--- src/rtl/os_tick_timer.sv ---
module os_tick_timer #(
  parameter int ADDR_W = 6,
  parameter int DATA_W = 32
) (
  input  logic              clk,
  input  logic              rst_n,
  input  logic              wr_en,
  input  logic              rd_en,
  input  logic [ADDR_W-1:0] addr,
  input  logic [DATA_W-1:0] wdata,
  output logic [DATA_W-1:0] rdata,
  output logic              irq
);
  localparam logic [ADDR_W-1:0] OFF_CMP   = ADDR_W'('h00);
  localparam logic [ADDR_W-1:0] OFF_CNT   = ADDR_W'('h04);
  localparam logic [ADDR_W-1:0] OFF_STAT  = ADDR_W'('h10);
  localparam logic [ADDR_W-1:0] OFF_START = ADDR_W'('h14);
  localparam logic [ADDR_W-1:0] OFF_STOP  = ADDR_W'('h18);
  localparam logic [ADDR_W-1:0] OFF_CTRL  = ADDR_W'('h20);

  logic [DATA_W-1:0] cmp_q, act_cmp, cnt;
  logic              mode_q, act_free, run;

  wire              hit_start = wr_en && addr == OFF_START && wdata[0];
  wire              hit_stop  = wr_en && addr == OFF_STOP  && wdata[0];
  wire [DATA_W-1:0] cnt_inc   = cnt + 1'b1;
  wire              expire    = !act_free && cnt == act_cmp;
  wire              match     = act_free && act_cmp != '0 && cnt_inc == act_cmp;

  always_ff @(posedge clk) begin
    if (!rst_n) begin
      cmp_q    <= '0;
      act_cmp  <= '0;
      cnt      <= '0;
      mode_q   <= 1'b0;
      act_free <= 1'b0;
      run      <= 1'b0;
      irq      <= 1'b0;
    end else begin
      irq <= 1'b0;
      if (hit_start) begin
        run      <= 1'b1;
        cnt      <= '0;
        act_cmp  <= cmp_q;
        act_free <= mode_q;
      end else if (hit_stop) begin
        run <= 1'b0;
      end else if (run) begin
        cnt <= expire ? '0 : cnt_inc;
        irq <= expire || match;
      end
      if (wr_en && addr == OFF_CMP)  cmp_q  <= wdata;
      if (wr_en && addr == OFF_CTRL) mode_q <= wdata[1];
    end
  end

  always_comb begin
    rdata = '0;
    if (rd_en) begin
      case (addr)
        OFF_CMP:  rdata = cmp_q;
        OFF_CNT:  rdata = cnt;
        OFF_STAT: rdata = {{(DATA_W-1){1'b0}}, run};
        OFF_CTRL: rdata = {{(DATA_W-2){1'b0}}, mode_q, 1'b0};
        default:  rdata = '0;
      endcase
    end
  end
endmodule


--- config.mk ---
export PLATFORM = sky130hd
export DESIGN_NAME = os_tick_timer
export DESIGN_NICKNAME = d
export VERILOG_FILES = /design/src/rtl/os_tick_timer.sv
export SDC_FILE = /design/constraint.sdc
export NUM_CORES = 1
export LEC_CHECK = 0
export ABC_AREA = 1
export BUFFER_PORTS_ARGS = -buffer_cell sky130_fd_sc_hd__buf_2
export CAP_MARGIN = 5
export CORE_MARGIN = 1
export CORE_UTILIZATION = 55
export CTS_CLUSTER_SIZE = 25
export DETAILED_ROUTE_END_ITERATION = 16
export GPL_TIMING_DRIVEN = 1
export PLACE_DENSITY = 0.79
export SYNTH_ARGS = -nofsm -noshare
export SYNTH_HDL_FRONTEND = slang
export SYNTH_SLANG_ARGS = --single-unit
--- constraint.sdc ---
create_clock -name clk -period 3.3 [get_ports clk]
set_input_delay 0.165 -clock clk [delete_from_list [all_inputs] [get_ports clk]]
set_output_delay 0.165 -clock clk [all_outputs]
set_load 0.05 [all_outputs]
* Word level (Yosys, flattened, before mapping) *
Cells that the tools add are included.

word-level totals
  register bits = 100
  bits in latches = 0
  memory bits (writable) = 0
  ROM bits = 0
  bits of input ports = 42
  output and inout port bits = 33
  logic and storage cells = 40
  memories = 0

operators by class
  $add $sub $neg = 1
  multiply operators = 0
  div/mod/pow operators = 0
  $lt $le $gt $ge = 0
  equal/unequal tests = 7
  shift-type cells = 0
  muxes and demuxes = 5
  bitwise operators = 3
  reduce and logical (&&, ||, !) cells = 17

operator list
  cell                   count
  $pmux 32 s4            1
  $eq 32x32->1           2
  $mux 32                2
  $add 32x1->32 const B  1
  $reduce_bool 32->1     1
  $eq 6x5->1 const B     3
  $logic_and 1x1->1      9
  $eq 6x3->1 const B     1
  $eq 6x6->1 const B     1
  $logic_not 6->1        1
  $reduce_or 4->1        1
  $not 1->1              3
  $mux 1                 2
  $reduce_and 2->1       1
  $reduce_bool 2->1      1
  $reduce_or 2->1        1
  $logic_not 1->1        1
  $logic_or 1x1->1       1

* Logic depth before layout (Yosys ltp) *
  depth in word-level cells = 5
  mapped depth = 17
  mapped depth without buffers = 17

* Least setup slack after synthesis *
Ideal clock, no wire load.

  kind = input-to-output
  start = in addr[1]
  end = out rdata[10]
  arrival time = 1756 ps
  required time = 3135 ps
  setup slack = 1379 ps
  stages on the path = 8
  path buffers = 1
  path through = nor2_1 > nand2_1 > nor2_1 > nand2_1 > inv_1 > clkbuf_1 > a22oi_1 > nor2_1

between the ends
  longest elaborated chain between the ends = 3

ends and longest elaborated chain
  item                                line  text
  start: declaration                  9     input logic [ADDR_W-1:0] addr,
  $eq 6x6->1 (tied with other cells)  60    case (addr)
  $pmux 32 s4 *                       60
  $mux 32 *                           59    if (rd_en) begin
  end: declaration                    11    output logic [DATA_W-1:0] rdata,

Mark *: on every way between the ends. The rest lies on a longest branch, timed or not.

* Worst setup path in the final report *
  start = reg cnt[13]
  end = reg cnt[13]

between the ends
  longest elaborated chain between the ends = 3

ends and longest elaborated chain
  item                                                                   line  text
  start: declaration                                                     21    logic [DATA_W-1:0] cmp_q, act_cmp, cnt;
  start signal: assignment                                               49    cnt <= expire ? '0 : cnt_inc;
  parallel branches: the longest is 2 deep, another holds $add 32x1->32  n/a
  $mux 32 *                                                              49

Every way passes the cells marked *.
A chain may end at the register's enable or synchronous reset.

==> flow_metrics.tcl <==
set metrics [dict create \
    outcome "complete, no violations" \
    antenna_cells 0 \
    rr_endpoint "cnt[13]$_SDFFE_PP0P_" \
    slew_viol_final 0 \
    start_util 0.564 \
    register_area_um2 2000 \
    synth_edf_count 0 \
    power_mw 2.19 \
    post_cts_buffers 0 \
    cellPowerDensity_nw_per_um2 313 \
    min_path_type "input pin to flop" \
    h-tree-depth 3 \
    cts_tree "yes" \
    ys_types 37 \
    clockBufferDepth 2 \
    synth_area_per_cell_um2 6.27 \
    num_rows 38 \
    cts_inserted_buffers 9 \
    p_leak_nw 3.06 \
    hpwl_mm 13.6 \
    finalHoldViolations 0 \
    vias_per_cell 5.65 \
    min_period_ns 2.36 \
    syn2layout_area_growth_pct 14.3 \
    ys.flop_type "dfxtp_1" \
    grt_first_pass_wirelength_mm 30.1 \
    cp_max_fo 13 \
    fin_crit_sh 0.715 \
    ys_seq_area_frac 0.327 \
    hold_start "wdata[1]" \
    grtUsageTotal 0.339 \
    clock_latency_ns 0.40 \
    final_common_cell "nand2_1" \
    cp-start-kind "flop" \
    path_class "flop to flop" \
    vias 6723 \
    dr.pass1.iters 6 \
    drt_iter0_drc 740 \
    port_buffers 74 \
    arrival_ns 2.63 \
    layout_common_cells "198 x nand2_1, 186 x nor2_1, 100 x dfxtp_1" \
    post-route-util 0.645 \
    rr_worst_depth 7 \
    drtAntennaViolNets 0 \
    dp_cells 1145 \
    drc_errors 0 \
    placed_cell_area_um2 6510 \
    syn-cell-area_um2 6120 \
    worstHoldPathCells 3 \
    drt-total-wl_mm 18.6 \
    crit_required_ns 3.57 \
    holdPathEnd "cmp_q[1]$_SDFFE_PN0P_" \
    ys_seq_elements 100 \
    vdd_drop_max_v 0.000338 \
    cts_sinks 100 \
    die_y_um 107 \
    regToRegSetupSlack_ns 0.94 \
    netlist_instances 975 \
    fillers 1037 \
    gr-total-overflow 0 \
    grt_max_degree 65 \
    fin_cells 1189 \
    report.final.setup_viol 0 \
    root_buffer "clkbuf_8" \
    synthArstFlopShare 0 \
    die_w_um 107 \
    pin_count 75 \
    relSlewSlack 0.364 \
    drv_cap 0 \
    fin_skew_ns 0.0140 \
    syn_nets 1018 \
    yosysWarnings 0 \
    timing.fmax_mhz 424 \
    antenna_found_initial 0 \
    gp_congestion 1.01 \
    endpoint_kind "flop" \
    multi_input_area_um2 3530 \
    detail_route.wl_per_cell_um 15.6 \
    reg2reg_from "cnt[13]$_SDFFE_PP0P_" \
    fin_area_um2 6990 \
    drive_gt1_frac 0.116 \
    tns_ns 0 \
    die-area_um2 11500 \
    grt_pass1_vias 6030 \
    nets 1087 \
    fp.coreArea_um2 10800 \
    path_clk_slew_ns 0.10 \
    grt_setup_unrepaired "false" \
    cts.repair.resized 0 \
    worst_slew_pin_slew_ns 0.953 \
]
-- power by group --
part           switching, mW  total, mW  internal [mW]  leakage, nW
registers            0.00393       1.21           1.21        0.805
clock network          0.457      0.835          0.378        0.101
logic                 0.0801      0.140         0.0602         2.15
-- Yosys cell counts, types with 3 or more instances --
cell type    n  area (um2)
nand2_1    199         747
nor2_1     186         698
dfxtp_1    100        2000
inv_1       92         345
nand3_1     69         345
o21ai_0     69         345
a21oi_1     60         300
clkbuf_1    35         131
a22oi_1     31         233
nand4_1     26         163
xnor2_1     20         175
o22ai_1     14        87.6
xor2_1      13         114
clkbuf_2     9        45.0
nor2_4       8        90.1
buf_2        7        35.0
nand2_2      5        31.3
nor2_2       3        18.8
nor3_1       3        15.0
o21bai_1     3        22.5
-- per-layer routing --
layer	vias to the layer above	track usage	part of all wire
met3	41	0.0478	0.096
met2	324	0.511	0.43
li1	3304	-	-
met5	-	0	0
met1	3054	0.482	0.44
met4	0	0.148	0.029
-- stage by stage --
step	hold slack [ns]	setup slack [ns]
after floorplan	0.300	1.38
after global placement	0.386	1.03
after detailed placement	0.391	1.12
after CTS	0.00924	1.03
after global routing	0.0359	0.827
final	0.0229	0.942
-- kinds of logic after synthesis --
family	after synthesis	share of synthesized area
compound gates	183	0.169
xor+xnor	33	0.0473
fa+ha+maj	1	0.00205
buf+inv	149	0.0953
flops	100	0.327
simple gates	509	0.359
-- layout make-up --
cell class | count | share of cell area
well taps | 140 | 0.0251
multi-input cells | 726 | 0.505
clock inverters | 4 | 0.00805
repair buffers | 111 | 0.103
inverters | 96 | 0.0515
clock buffers | 12 | 0.0208
flip-flops and latches | 100 | 0.286
-- worst max path at each step --
stage	from	to	slack, ns
final	cnt[13]$_SDFFE_PP0P_	cnt[13]$_SDFFE_PP0P_	0.94
after global routing	addr[1]	rdata[17]	0.83
after CTS	cnt[13]$_SDFFE_PP0P_	cnt[5]$_SDFFE_PP0P_	1.03
after detailed placement	addr[5]	cnt[3]$_SDFFE_PP0P_	1.12
after global placement	addr[1]	rdata[0]	1.03
after floorplan	addr[1]	rdata[10]	1.38
-- registers in the layout (all words and copies together) (netlist names) --
| signal | count |
|---|---|
| mode_q | 1 |
| run | 1 |
| irq | 1 |
| act_free | 1 |
| cmp_q | 32 |
| act_cmp | 32 |
| cnt | 32 |
-- worst max-delay path, stage by stage (launching register included) --
cell     delay (ns)
dfxtp_1        0.54
xor2_1         0.21
nor4_1         0.46
and2_1         0.22
nand3_1        0.10
buf_4          0.22
o21ai_2        0.38
nor2_1         0.09
-- timing repair --
item	4_1_cts	5_1_grt
hold buffers	28	0
endpoints found under the hold margin	28	0
setup endpoints to repair	0	0
(Power assumes the default switching activity.)
